## config.mk

```make
export PLATFORM = sky130hd
export DESIGN_NAME = supply_seq_ctrl
export DESIGN_NICKNAME = d
export VERILOG_FILES = /design/src/rtl/supseq_pkg.sv /design/src/rtl/supseq_cond.sv /design/src/rtl/supseq_ramp.sv /design/src/rtl/supseq_fsm.sv /design/src/rtl/supply_seq_ctrl.sv
export SDC_FILE = /design/constraint.sdc
export NUM_CORES = 1
export LEC_CHECK = 0
export ABC_AREA = 1
export BUFFER_PORTS_ARGS = -buffer_cell sky130_fd_sc_hd__buf_2
export CAP_MARGIN = 30
export CELL_PAD_IN_SITES_DETAIL_PLACEMENT = 1
export CELL_PAD_IN_SITES_GLOBAL_PLACEMENT = 2
export CORE_ASPECT_RATIO = 0.8
export CORE_UTILIZATION = 37
export DETAILED_ROUTE_END_ITERATION = 12
export PLACE_DENSITY = 0.88
export SLEW_MARGIN = 15
export SYNTH_ARGS = -nofsm -noshare
export SYNTH_HDL_FRONTEND = slang
export SYNTH_SLANG_ARGS = --single-unit
```

## constraint.sdc

```tcl
create_clock -name clk -period 1.86 [get_ports clk]
set_input_delay 0.093 -clock clk [delete_from_list [all_inputs] [get_ports clk]]
set_output_delay 0.093 -clock clk [all_outputs]
set_load 0.01 [all_outputs]
```

## src/rtl/supseq_pkg.sv

```systemverilog
package supseq_pkg;

  typedef enum logic [2:0] {
    ST_OFF   = 3'd0,
    ST_RAMP  = 3'd1,
    ST_LV    = 3'd2,
    ST_HV    = 3'd3,
    ST_FAULT = 3'd4
  } seq_state_t;

  localparam int SUP_DIG = 0;
  localparam int SUP_P15 = 1;
  localparam int SUP_N15 = 2;
  localparam int SUP_HV  = 3;
  localparam int N_SUP   = 4;

  localparam int CMD_EN  = 0;
  localparam int CMD_HV  = 1;
  localparam int N_CMD   = 2;

  // Clock cycles between successive ramp increments.
  function automatic int unsigned ramp_step_cycles(longint clk_hz, int ramp_ms, int width);
    longint total;
    longint step;
    total = (clk_hz * ramp_ms) / 1000;
    step  = total >> width;
    if (step < 1) step = 1;
    return int'(step);
  endfunction

  // Clock cycles a flag must disagree before the filter accepts it.
  function automatic int unsigned filter_cycles(longint clk_hz, int filt_us);
    longint n;
    n = (clk_hz * filt_us) / 1000000;
    if (n < 1) n = 1;
    return int'(n);
  endfunction

endpackage

```

## src/rtl/supseq_cond.sv

```systemverilog
module supseq_cond #(
  parameter int N        = 4,
  parameter int STAGES   = 2,
  parameter int FILT_CYC = 1
) (
  input  logic         clk,
  input  logic         rst_n,
  input  logic [N-1:0] raw,
  output logic [N-1:0] clean
);

  localparam int CW = (FILT_CYC > 1) ? $clog2(FILT_CYC) : 1;

  for (genvar g = 0; g < N; g++) begin : g_bit
    logic [STAGES-1:0] sh;

    always_ff @(posedge clk or negedge rst_n) begin
      if (!rst_n) sh <= '0;
      else        sh <= {sh[STAGES-2:0], raw[g]};
    end

    if (FILT_CYC <= 1) begin : g_nofilt
      assign clean[g] = sh[STAGES-1];
    end else begin : g_filt
      logic          q;
      logic [CW-1:0] cnt;

      always_ff @(posedge clk or negedge rst_n) begin
        if (!rst_n) begin
          q   <= 1'b0;
          cnt <= '0;
        end else if (sh[STAGES-1] == q) begin
          cnt <= '0;
        end else if (cnt == CW'(FILT_CYC - 1)) begin
          q   <= sh[STAGES-1];
          cnt <= '0;
        end else begin
          cnt <= cnt + 1'b1;
        end
      end

      assign clean[g] = q;
    end
  end

endmodule

```

## src/rtl/supseq_ramp.sv

```systemverilog
module supseq_ramp #(
  parameter int W    = 8,
  parameter int STEP = 40
) (
  input  logic         clk,
  input  logic         rst_n,
  input  logic         run,
  input  logic         clear,
  output logic [W-1:0] level,
  output logic         full
);

  localparam int PW = (STEP > 1) ? $clog2(STEP) : 1;

  logic [PW-1:0] pre;

  assign full = (level == {W{1'b1}});

  always_ff @(posedge clk or negedge rst_n) begin
    if (!rst_n) begin
      pre   <= '0;
      level <= '0;
    end else if (clear) begin
      pre   <= '0;
      level <= '0;
    end else if (run && !full) begin
      if (pre == PW'(STEP - 1)) begin
        pre   <= '0;
        level <= level + 1'b1;
      end else begin
        pre <= pre + 1'b1;
      end
    end
  end

endmodule

```

## src/rtl/supseq_fsm.sv

```systemverilog
module supseq_fsm
  import supseq_pkg::*;
(
  input  logic             clk,
  input  logic             rst_n,
  input  logic             en,
  input  logic             hv_req,
  input  logic             all_ok,
  input  logic             ramp_full,
  output seq_state_t       state
);

  seq_state_t nxt;

  always_comb begin
    nxt = state;
    unique case (state)
      ST_OFF:   if (en && all_ok)  nxt = ST_RAMP;
      ST_RAMP:  if (!all_ok)       nxt = ST_FAULT;
                else if (!en)      nxt = ST_OFF;
                else if (ramp_full) nxt = ST_LV;
      ST_LV:    if (!all_ok)       nxt = ST_FAULT;
                else if (!en)      nxt = ST_OFF;
                else if (hv_req)   nxt = ST_HV;
      ST_HV:    if (!all_ok)       nxt = ST_FAULT;
                else if (!en || !hv_req) nxt = ST_LV;
      ST_FAULT: if (!en)           nxt = ST_OFF;
      default:                     nxt = ST_OFF;
    endcase
  end

  always_ff @(posedge clk or negedge rst_n) begin
    if (!rst_n) state <= ST_OFF;
    else        state <= nxt;
  end

endmodule

```

## src/rtl/supply_seq_ctrl.sv

```systemverilog
module supply_seq_ctrl
  import supseq_pkg::*;
#(
  parameter longint CLK_HZ  = 50000000,
  parameter int     RAMP_MS = 40,
  parameter int     FILT_US = 1000,
  parameter int     RAMP_W  = 8,
  parameter int     SYNC_N  = 2
) (
  input  logic              clk,
  input  logic              rst_n,
  input  logic              dig_ok_raw,
  input  logic              p15_ok_raw,
  input  logic              n15_ok_raw,
  input  logic              hv_ok_raw,
  input  logic              enable_cmd,
  input  logic              hv_cmd,
  output logic [RAMP_W-1:0] ramp_level,
  output logic              hv_switch_en,
  output logic              dep_reset,
  output logic              fault_flag,
  output logic [2:0]        state_code
);

  localparam int STEP_CYC = ramp_step_cycles(CLK_HZ, RAMP_MS, RAMP_W);
  localparam int FILT_CYC = filter_cycles(CLK_HZ, FILT_US);

  logic [N_SUP-1:0] sup_raw, sup_ok;
  logic [N_CMD-1:0] cmd_raw, cmd_s;
  logic             all_ok_f;
  logic             en_s;
  logic             ramp_running;
  logic             lv_live;
  logic             ramp_full;
  logic [RAMP_W-1:0] ramp_cnt;
  seq_state_t       state;

  always_comb begin
    sup_raw[SUP_DIG] = dig_ok_raw;
    sup_raw[SUP_P15] = p15_ok_raw;
    sup_raw[SUP_N15] = n15_ok_raw;
    sup_raw[SUP_HV]  = hv_ok_raw;
    cmd_raw[CMD_EN]  = enable_cmd;
    cmd_raw[CMD_HV]  = hv_cmd;
  end

  supseq_cond #(.N(N_SUP), .STAGES(SYNC_N), .FILT_CYC(FILT_CYC)) u_sup (
    .clk(clk), .rst_n(rst_n), .raw(sup_raw), .clean(sup_ok)
  );

  supseq_cond #(.N(N_CMD), .STAGES(SYNC_N), .FILT_CYC(1)) u_cmd (
    .clk(clk), .rst_n(rst_n), .raw(cmd_raw), .clean(cmd_s)
  );

  assign all_ok_f = &sup_ok;
  assign en_s     = cmd_s[CMD_EN];

  supseq_fsm u_fsm (
    .clk(clk), .rst_n(rst_n), .en(en_s), .hv_req(cmd_s[CMD_HV]),
    .all_ok(all_ok_f), .ramp_full(ramp_full), .state(state)
  );

  assign ramp_running = (state == ST_RAMP);
  assign lv_live      = (state == ST_RAMP) || (state == ST_LV) || (state == ST_HV);

  supseq_ramp #(.W(RAMP_W), .STEP(STEP_CYC)) u_ramp (
    .clk(clk), .rst_n(rst_n), .run(ramp_running), .clear(!lv_live),
    .level(ramp_cnt), .full(ramp_full)
  );

  assign ramp_level   = lv_live ? ramp_cnt : '0;
  assign hv_switch_en = (state == ST_HV);
  assign dep_reset    = !sup_ok[SUP_DIG];
  assign fault_flag   = (state == ST_FAULT);
  assign state_code   = state;

endmodule

```

======== After elaboration in Yosys (flattened, before gate mapping) ========
Cells that the tools add are included.
storage, ports and cells
  flip-flop bits (word level) ............. 104
  input port bits ......................... 8
  logic and storage cells ................. 91
cells by class
  $add $sub $neg .......................... 6
  equality and inequality tests ........... 21
  mux-type cells .......................... 26
  bitwise operators ....................... 4
  reduce and logical (&&, ||, !) cells .... 17
operators with widths
  cell                                                 count
  2-to-1 mux 16 bit                                    8
  adder 16 x 1 -> 16 bit, second input constant        4
  equality test 16 bit, second input constant          4
  2-to-1 mux 13 bit                                    3
  2-to-1 mux 8 bit                                     4
  2-to-1 mux 3 bit                                     10
  case mux 3 bit (5 select lines)                      1
  adder 13 x 1 -> 13 bit, second input constant        1
  equality test 13 bit, second input constant          1
  AND reduction 2 bit                                  5
  adder 8 x 1 -> 8 bit, second input constant          1
  equality test 8 bit, second input constant           1
  != test 4 bit, second input constant                 2
  equality test 3 x 2 -> 1 bit, second input constant  2
  != test 2 x 1 -> 1 bit, second input constant        3
  AND reduction 5 bit                                  1
  equality test 1 bit                                  4
  logical NOT 1 bit                                    4
  inverter 1 bit                                       4
  AND reduction 4 bit                                  1
  equality test 3 x 1 -> 1 bit, second input constant  1
  equality test 3 bit, second input constant           1
  logical NOT 3 bit                                    1
  logical OR 1 bit                                     3
  3 further kinds                                      4

======== Longest topological paths before layout ========
Gate-level depths: netlist (run 1).
  word-level depth ........................ 5
  gate-level depth with buffers ........... 10
  mapped depth without buffers ............ 10

======== Hierarchy ========
From an unflattened synthesis (run 1), not the netlist that was laid out.
unflattened totals
  cell total of the unflattened synthesis .. 758
  area total of the unflattened synthesis .. 5989.5 um2
modules (own cells, without submodules)
  module               instances  cells an instance  area an instance (um2)  seq. area each (um2)
  supseq_cond (u_sup)  1          492                4161.5                  1901.8
  supseq_ramp          1          190                1341.3                  525.5
  supseq_fsm           1          41                 239.0                   75.1
  supply_seq_ctrl      1          29                 132.6                   0.0
  supseq_cond (u_cmd)  1          6                  115.1                   100.1

======== Least setup slack after synthesis (run 1) ========
Ideal clock, no wire load.
  path type ............................... register -> register
  from .................................... register u_ramp.level[0]
  to ...................................... register u_ramp.level[6]
  arrival time ............................ 1.297 ns
  required time ........................... 1.742 ns
  setup slack ............................. 0.446 ns
  stages on the path, launching flop included .. 11
  clock period less this slack ............ 1.414 ns
  path through ............................ dfrtp_1 > ha_1 > nand2_1 > nor2_1 > nand2_2 > nand2_4 > nand2_8 > nand2_8 > buf_12 > nand2_1 > o21ai_2
between the ends
  word-level cells in the longest chain between the ends .. 5
ends and longest elaborated chain
  item                                                                          line               RTL
  from (decl)                                                                   supseq_ramp.sv:9   output logic [W-1:0] level,
  from (signal assigned)                                                        supseq_ramp.sv:29  level <= level + 1'b1;
  parallel branches: the longest is 5 deep, another holds adder 8 x 1 -> 8 bit  -
Several ways; the timed one is not identified. The select of a mux whose other input is x is not followed.
A chain may end at the register's enable or synchronous reset.

======== Final worst setup path (run 1) ========
  from .................................... register u_fsm.state[0]
  to ...................................... output port ramp_level[3]
between the ends
  word-level cells in the longest chain between the ends .. 4
ends and longest elaborated chain
  item                                                                          line                   RTL
  from (decl)                                                                   supseq_fsm.sv:10       output seq_state_t state
  from (signal assigned)                                                        supseq_fsm.sv:34       else state <= nxt;
  equality test 3 x 1 -> 1 bit or equality test 3 x 2 -> 1 bit (tied branches)  supply_seq_ctrl.sv:64  assign lv_live = (state == ST_RAMP) || (state == ST_LV) || (state == ST_HV);
  logical OR 1 bit                                                              supply_seq_ctrl.sv:64
  logical OR 1 bit (*)                                                          supply_seq_ctrl.sv:64
  2-to-1 mux 8 bit (*)                                                          supply_seq_ctrl.sv:71  assign ramp_level = lv_live ? ramp_cnt : '0;
  to (decl)                                                                     supply_seq_ctrl.sv:18  output logic [RAMP_W-1:0] ramp_level,
Every way passes the cells marked *; elsewhere a longest branch is shown, timed or not.

==> flow_summary.json, run 1 <==
{
  "antenna_cells": 0,
  "numClockSinks": 104,
  "worst_pin_slew_ns": 0.501,
  "setup_viol": 0,
  "powerDensity_mw_per_mm2": 717,
  "vias": 4611,
  "htree_levels": 3,
  "grt.total_usage_pct": 18.6,
  "ys_types": 34,
  "syn-num-nets": 714,
  "setup-tns-final_ns": 0,
  "die_w_um": 138,
  "hold_slack_ns": 0.236,
  "timing.rr.end": "u_sup.g_bit[3].g_filt.cnt[10]",
  "yosysSeqAreaShare_pct": 47.6,
  "rows": 39,
  "cts_buffers": 9,
  "clockBufferDepth": 2,
  "crit_fanout": 11,
  "finalMaxSlewViolations": 0,
  "ant_nets": 0,
  "first_global_vias": 4835,
  "area_growth_pct": 14.3,
  "dieArea_mm2": 0.0153,
  "rsz0062_at_grt": "false",
  "synth_area_mm2": 0.00546,
  "io_pins": 22,
  "cts_tree": "yes",
  "max_clock_freq_mhz": 579,
  "start_util_pct": 38.1,
  "ys.warnings.count": 0,
  "worstSetupStartpointType": "register",
  "hp-class": "input port to asynchronous set/reset pin",
  "worstPathArrival_ns": 1.64,
  "crit_type": "register to primary output",
  "layout-drive-gt1-share_pct": 12.5,
  "drc": 0,
  "maxCapViolCount": 0,
  "crit_end": "ramp_level[3]",
  "avgSynthCellArea_um2": 7.81,
  "grt_max_degree": 37,
  "syn_inst": 700,
  "finClkSkew_ns": 0.00788,
  "regToRegStartpoint": "u_sup.g_bit[3].g_filt.cnt[0]",
  "clk_pin_slew_ns": 0.07,
  "run_status": "finished clean",
  "leakage_uw": 0.00284,
  "synth_area_leaders": "dfrtp_1, nand2_1, nor2_1",
  "fin_crit_sh_pct": 92.9,
  "gp_congestion": 0.815,
  "synth_top_area_cell": "dfrtp_1",
  "drt_iter0_markers": 215,
  "grt_first_pass_wirelength_um": 22500,
  "grt_overflow_total": 0,
  "relSlewSlack_pct": 66.6,
  "drt_first_pass_iters": 4,
  "via_per_inst": 4.94,
  "end_kind": "primary output",
  "hold_viol_final": 0,
  "r2r_setup_slack_ns": 0.23,
  "root_buffer": "clkbuf_16",
  "required_ns": 1.77,
  "dieHeight_um": 111,
  "clkLatencyLatePin_ns": 0.35,
  "worstSetupStartpoint": "u_fsm.state[0]",
  "antenna_found_initial": 0,
  "yosysTopAreaCellShare_pct": 47.6,
  "worst_ir_drop_vdd_mv": 0.612,
  "portBuffers": 21,
  "routed_wl_um": 13200,
  "nNetsFinal": 759,
  "reg2reg_depth": 8,
  "coreArea_mm2": 0.0143,
  "dp_hpwl_um": 9800,
  "wl_per_cell_um": 14.1,
  "final.min_clock_period_ns": 1.73,
  "ys_ff_latch": 104
}
[per-stage QoR]
stage	instances	instance area [µm²]	power, µW	worst slack, ns	util (%)
CTS	932	6220	4560	0.00628	43.4
global route	934	6250	4660	0.00165	43.5
detailed placement	909	5840	2510	0.234	40.7
floorplan	700	5460	2420	0.446	-
global placement	909	5840	2510	0.309	40.7
finish	934	6250	4480	0.131	43.5
[registers in the layout, indices dropped and copies added (netlist names)]
name / cells
u_cmd.g_bit.sh: 4
u_fsm.state: 3
u_ramp.level: 8
u_ramp.pre: 13
u_sup.g_bit.g_filt.cnt: 64
u_sup.g_bit.g_filt.q: 4
u_sup.g_bit.sh: 8
[power breakdown]
part	switching (µW)	leakage [µW]	internal, µW
sequential	24.3	0.00141	2290
clock	904	0.000151	1100
combinational	103	0.00128	54.1
total	1030	0.00284	3450
[per-layer routing]
layer  wire length, µm  global-route usage (%)  vias up
li1                  -                       -     2307
met1              6490                    24.8     2242
met2              6110                    30.2       46
met3               365                    4.53       16
met4               189                    4.71        0
met5                 0                       0        -
[layout make-up]
class | count | area [µm²]
repair buffers | 40 | 280
fillers | 1792 | 8100
inverters | 99 | 372
multi-input cells | 491 | 2440
clock buffers | 10 | 239
clock inverters | 6 | 75.1
well taps | 184 | 230
flip-flops and latches | 104 | 2610
[kinds of logic (layout without fill, tap and decap cells)]
kind of cell    count (synthesis)  count (layout)  synth area share (%)
compound gates                 46              46                  4.97
xor+xnor                       25              25                  4.01
fa+ha+maj                       6               6                  1.37
buf+inv                       105             155                  7.72
flops                         104             104                  47.6
simple gates                  414             414                  34.3
[critical path, cell delays in order (launching register included)]
cell     delay [ns]
dfrtp_2        0.46
nor2_4         0.19
nor2_4         0.07
buf_4          0.18
inv_2          0.17
nor2_1         0.07
buf_2          0.14
[how the worst min path moves through the flow]
stage | start | endpoint | slack, ns | depth (start not counted)
3_5_place_dp | rst_n | u_sup.g_bit[0].g_filt.cnt[8] | 0.1 | 1
5_1_grt | rst_n | u_sup.g_bit[0].g_filt.cnt[9] | 0.30 | 2
4_1_cts | rst_n | u_sup.g_bit[0].g_filt.cnt[14] | 0.25 | 2
3_3_place_gp | rst_n | u_sup.g_bit[0].g_filt.cnt[9] | 0.09 | 1
6_report | rst_n | u_sup.g_bit[0].g_filt.cnt[8] | 0.24 | 2
2_1_floorplan | rst_n | u_cmd.g_bit[0].sh[0] | -0.20 | 0
[Yosys cell counts (all sizes together)]
library cell and number:
a21oi 19, ha 6, and3 4, o21ai 23, nor2 131, a31oi 1, nand2 166, xnor2 4
buf 5, nor3b 5, xor2 21, dfrtp 104, or2 3, a211oi 2, nand3 54, nor3 24
clkbuf 1, o22ai 1, nand3b 3, inv 99, nand4 24
[placed cells by master (no fill, tap or decap), drive strengths merged, types with 3 or more instances in the layout]
cell	n
dfrtp	104
a21oi	19
or2	3
and3	4
buf	33
xor2	21
nand2	166
nand3b	3
clkbuf	10
dlygate4sd3	7
xnor2	4
nand3	54
ha	6
nor2	131
o21ai	23
nor3b	5
nand4	24
nor3	24
inv	101
[repair_timing]
item	in CTS	in global routing
hold endpoints to repair	39	0
setup endpoints to repair	0	8
setup buffers	0	2
resized for setup	0	3
hold buffers	7	0
Power figures use the tool's default switching activity.
==> run 2, diff against run 1 <==
CTS_CLUSTER_SIZE = 8   (was not set)
REMOVE_ABC_BUFFERS = 1   (was not set)
==> flow_summary.json, run 2 (synthesis results as in run 1) <==
{
  "io_pins": 22,
  "worstSetupStartpointType": "register",
  "crit_top_cell": "nor2_4",
  "final_cell_mix": "nand2_1, nor2_1, dfrtp_1",
  "cp_top_family": "buffers and inverters",
  "leakage_uw": 0.00280,
  "worst_slack_ns": 0.149,
  "finalMaxSlewViolations": 0,
  "regMostFlops": "u_sup.g_bit.g_filt.cnt",
  "run_status": "finished clean",
  "p_seq_share_pct": 53.2,
  "cts_buffers": 9,
  "cpPeakStageDelay_ns": 0.46,
  "hold_viol_final": 0,
  "first_global_vias": 4679,
  "drt_first_pass_iters": 4,
  "maxCapViolCount": 0,
  "critPathSlowestCell": "dfrtp_1",
  "worstPathArrival_ns": 1.62,
  "via_per_inst": 4.90,
  "antenna_cells": 0,
  "antenna_found_initial": 0,
  "cts_tree": "yes",
  "powerDensity_mw_per_mm2": 704,
  "start_util_pct": 38.1,
  "p_int_uw": 3390,
  "end_kind": "primary output",
  "clkLatencyLatePin_ns": 0.35,
  "routed_wl_um": 12600,
  "gp_congestion": 0.808,
  "cp_cell_sequence": "nor2_4 > nor2_4 > buf_4 > inv_2 > nor2_1 > buf_2",
  "wl_per_cell_um": 13.6,
  "numClockSinks": 104,
  "clk_pin_slew_ns": 0.07,
  "setup-tns-final_ns": 0,
  "grt_max_degree": 47,
  "largest_reg_flops": 64,
  "drc": 0,
  "layout-drive-gt1-share_pct": 11.5,
  "final.min_clock_period_ns": 1.71,
  "fillers": 1801,
  "relSlewSlack_pct": 58.1,
  "grt_overflow_total": 0,
  "finClkSkew_ns": 0.0117,
  "clockBufferDepth": 2,
  "required_ns": 1.77,
  "crit_fanout": 11,
  "dp_slack_ns": 0.270,
  "final_common_cell": "nand2_1",
  "nNetsFinal": 755,
  "swShare_pct": 22.3,
  "rsz0062_at_grt": "false",
  "root_buffer": "clkbuf_16",
  "power_frac_comb_pct": 3.6,
  "rows": 39,
  "dp_hpwl_um": 9600,
  "hp-class": "input port to asynchronous set/reset pin",
  "p_switching_uw": 973,
  "grt.total_usage_pct": 18.2,
  "crit_type": "register to primary output",
  "die_w_um": 138,
  "grt_first_pass_wirelength_um": 22100,
  "portBuffers": 21,
  "post_cts_buffers": 0,
  "htree_levels": 3,
  "ant_nets": 0,
  "setup_viol": 0,
  "reg_top3": "u_sup.g_bit.g_filt.cnt: 64 flops, u_ramp.pre: 13 flops",
  "dieArea_mm2": 0.0153,
  "dieHeight_um": 111,
  "coreArea_mm2": 0.0143,
  "path_buf_inv": 3,
  "pwr-share-clk_pct": 43.2,
  "max_clock_freq_mhz": 584,
  "vias": 4550,
  "hold_slack_ns": 0.300,
  "area_growth_pct": 13.2,
  "drt_iter0_markers": 118,
  "worst_pin_slew_ns": 0.629,
  "fin_crit_sh_pct": 92.0,
  "worst_ir_drop_vdd_mv": 0.502
}
-- run 2: cell types whose count changed in the layout (fill, tap and decap cells not counted), sizes merged --
cell and change:
buf -4, clkinvlp +1, inv -2
-- run 2: per-stage QoR --
step | utilization, % | total power [µW] | cells | area (µm²)
5_1_grt | 43.1 | 4550 | 929 | 6190
2_1_floorplan | - | 2420 | 694 | 5410
4_1_cts | 43.1 | 4450 | 929 | 6180
3_3_place_gp | 40.6 | 2510 | 907 | 5820
3_5_place_dp | 40.6 | 2520 | 907 | 5820
6_report | 43.1 | 4360 | 929 | 6190
-- run 2: routing by layer --
| layer | track usage [%] | routed length [µm] |
|---|---|---|
| met5 | 0 | 0 |
| met4 | 3.70 | 98 |
| met3 | 4.80 | 332 |
| met2 | 28.5 | 5740 |
| met1 | 25.3 | 6470 |
-- run 2: cell type report --
cell class | instances | area (µm²) | share of cell area, %
inverter | 99 | 372 | 6.01
timing repair buffer | 36 | 250 | 4.04
sequential | 104 | 2600 | 42.1
tap | 184 | 230 | 3.72
clock buffer | 10 | 229 | 3.70
multi-input combinational | 491 | 2440 | 39.5
clock inverter | 5 | 58.8 | 0.950
-- run 2: worst reg2reg max path, stage by stage, from the launching register on --
cell     delay, ns
dfrtp_1       0.38
ha_1          0.20
nand3_1       0.14
nor2_2        0.18
nand2_1       0.11
nor2_2        0.21
inv_2         0.07
o21ai_0       0.15
nor2_1        0.06
-- run 2: power by group through the flow --
stage	Clock (µW)	Sequential (µW)	Combinational [µW]
global route	2040	2320	187
floorplan	0	2360	64.0
global placement	0	2360	147
CTS	1960	2320	166
detailed placement	0	2360	154
finish	1880	2320	157
-- run 2: repair_timing --
action                                  4_1_cts  5_1_grt
hold endpoints to repair                     48        0
gates resized for setup                       0        1
hold buffers                                  7        0
endpoints found under the setup margin        0        8
-- run 2: worst paths after layout --
path	from	to	slack, ns	depth (start not counted)
max	u_fsm.state[0]	ramp_level[3]	0.15	6
min	rst_n	u_sup.g_bit[1].g_filt.q	0.30	2
max reg2reg	u_sup.g_bit[3].g_filt.cnt[0]	u_sup.g_bit[3].g_filt.cnt[10]	0.26	8
min reg2reg	u_sup.g_bit[3].sh[0]	u_sup.g_bit[3].sh[1]	0.35	0
max in group asynchronous	rst_n	u_sup.g_bit[2].sh[0]	0.93	3
min in group clk	u_sup.g_bit[3].sh[0]	u_sup.g_bit[3].sh[1]	0.35	0
==> run 3, diff against run 2 <==
CORE_UTILIZATION = 33   (was 37)
PLACE_DENSITY = 0.81   (was 0.88)
clock period = 1.96 ns   (was 1.86 ns; I/O delays follow)
==> flow_summary.json, run 3 (synthesis results as in run 1) <==
{
  "run_status": "finished clean",
  "hp-class": "input port to asynchronous set/reset pin",
  "htree_levels": 3,
  "rows": 41,
  "worst_pin_slew_ns": 0.472,
  "critPathSlowestCell": "dfrtp_1",
  "final_cell_mix": "nand2_1, nor2_1, dfrtp_1",
  "setup_viol": 0,
  "dieArea_mm2": 0.0171,
  "maxCapViolCount": 0,
  "cts_buffers": 9,
  "path_buf_inv": 1,
  "hold_viol_final": 0,
  "drc": 0,
  "dp_hpwl_um": 10100,
  "leakage_uw": 0.00280,
  "regToRegStartpoint": "u_sup.g_bit[3].g_filt.cnt[0]",
  "crit_fanout": 9,
  "worstPathArrival_ns": 1.91,
  "place_area_mm2": 0.00585,
  "rsz0062_at_grt": "false",
  "setup-tns-final_ns": 0,
  "final_common_cell": "nand2_1",
  "cpPeakStageDelay_ns": 0.38,
  "area_growth_pct": 13.7,
  "grt_overflow_total": 0,
  "root_buffer": "clkbuf_16",
  "wl_per_cell_um": 13.6,
  "start_util_pct": 34.2,
  "antenna_found_initial": 0,
  "nNetsFinal": 755,
  "numClockSinks": 104,
  "die_w_um": 146,
  "antenna_cells": 0,
  "end_kind": "register",
  "layout-drive-gt1-share_pct": 11.7,
  "routed_wl_um": 13100,
  "first_global_vias": 4755,
  "fin_crit_sh_pct": 84.9,
  "final_area_mm2": 0.00621,
  "ant_nets": 0,
  "cp_cell_sequence": "ha_1 > nand3_1 > nor2_1 > nand2_1 > nand2_1 > inv_1 > o21ai_0 > nor2_1",
  "timing.rr.end": "u_sup.g_bit[3].g_filt.cnt[13]",
  "grt.total_usage_pct": 17.0,
  "final.min_clock_period_ns": 1.66,
  "via_per_inst": 4.74,
  "io_pins": 22,
  "worst_ir_drop_vdd_mv": 0.420,
  "finalMaxSlewViolations": 0,
  "relSlewSlack_pct": 68.5,
  "cts_tree": "yes",
  "coreArea_mm2": 0.0160,
  "dieHeight_um": 117,
  "regMostFlops": "u_sup.g_bit.g_filt.cnt",
  "reg_top3": "u_sup.g_bit.g_filt.cnt: 64 flops, u_ramp.pre: 13 flops",
  "clk_pin_slew_ns": 0.07,
  "crit_type": "register to register",
  "powerDensity_mw_per_mm2": 657,
  "drt_first_pass_iters": 4,
  "vias": 4553,
  "largest_reg_flops": 64,
  "cp_top_family": "simple AND/OR/NAND/NOR gates",
  "r2r_setup_slack_ns": 0.30,
  "grt_first_pass_wirelength_um": 23100,
  "reg2reg_depth": 8,
  "clockBufferDepth": 2,
  "max_clock_freq_mhz": 601,
  "portBuffers": 21,
  "clkLatencyLatePin_ns": 0.36,
  "drt_iter0_markers": 224,
  "finClkSkew_ns": 0.00636,
  "required_ns": 2.21,
  "worstSetupStartpointType": "register",
  "grt_max_degree": 41,
  "gp_congestion": 0.816
}
[run 3: repair_timing]
| item | CTS | global route |
|---|---|---|
| hold buffers | 7 | 0 |
| buffers inserted | 0 | 2 |
| hold endpoints to repair | 38 | 0 |
| setup endpoints to repair | 0 | 2 |
| resized for setup | 0 | 0 |
[run 3: how the worst max path moves through the flow]
stage                     cells after the start                         start                             to
after global placement                        8  u_sup.g_bit[3].g_filt.cnt[0]  u_sup.g_bit[3].g_filt.cnt[10]
final                                         8  u_sup.g_bit[3].g_filt.cnt[0]  u_sup.g_bit[3].g_filt.cnt[13]
after CTS                                     5                u_fsm.state[1]                  ramp_level[3]
after detailed placement                      8  u_sup.g_bit[3].g_filt.cnt[0]  u_sup.g_bit[3].g_filt.cnt[10]
after global routing                          8  u_sup.g_bit[3].g_filt.cnt[0]  u_sup.g_bit[3].g_filt.cnt[10]
after floorplan                               6                u_fsm.state[1]                  u_ramp.pre[9]
[run 3: layout make-up]
cell class / instances / area (µm²)
clock buffers: 11 / 243
clock inverters: 5 / 37.5
fillers: 1968 / 9740
inverters: 99 / 372
multi-input cells: 491 / 2440
flip-flops and latches: 104 / 2600
well taps: 215 / 269
repair buffers: 36 / 250
[run 3: routing by layer]
metal  vias to the layer above  track usage [%]  routed length (µm)
met1                      2199             22.6                6590
met3                        19             3.33                 302
met5                         -                0                   0
li1                       2298                -                   -
met4                         0             6.60                 222
met2                        37             27.8                5940
[run 3: report_power, final]
part	total, µW	internal [µW]	switching [µW]
Sequential	2200	2180	23.0
Combinational	150	50.0	99.7
Clock	1730	904	827
[run 3: through the flow]
stage / total power [µW] / utilization, % / setup WS [ns] / hold slack (ns) / std cells
global route: 4260 / 38.9 / 0.0909 / 0.276 / 961
detailed placement: 2390 / 36.7 / 0.271 / 0.0837 / 936
global placement: 2380 / 36.7 / 0.368 / 0.0811 / 936
floorplan: 2300 / - / 0.556 / -0.198 / 694
finish: 4080 / 38.9 / 0.297 / 0.236 / 961
CTS: 4160 / 38.9 / 0.0918 / 0.253 / 959
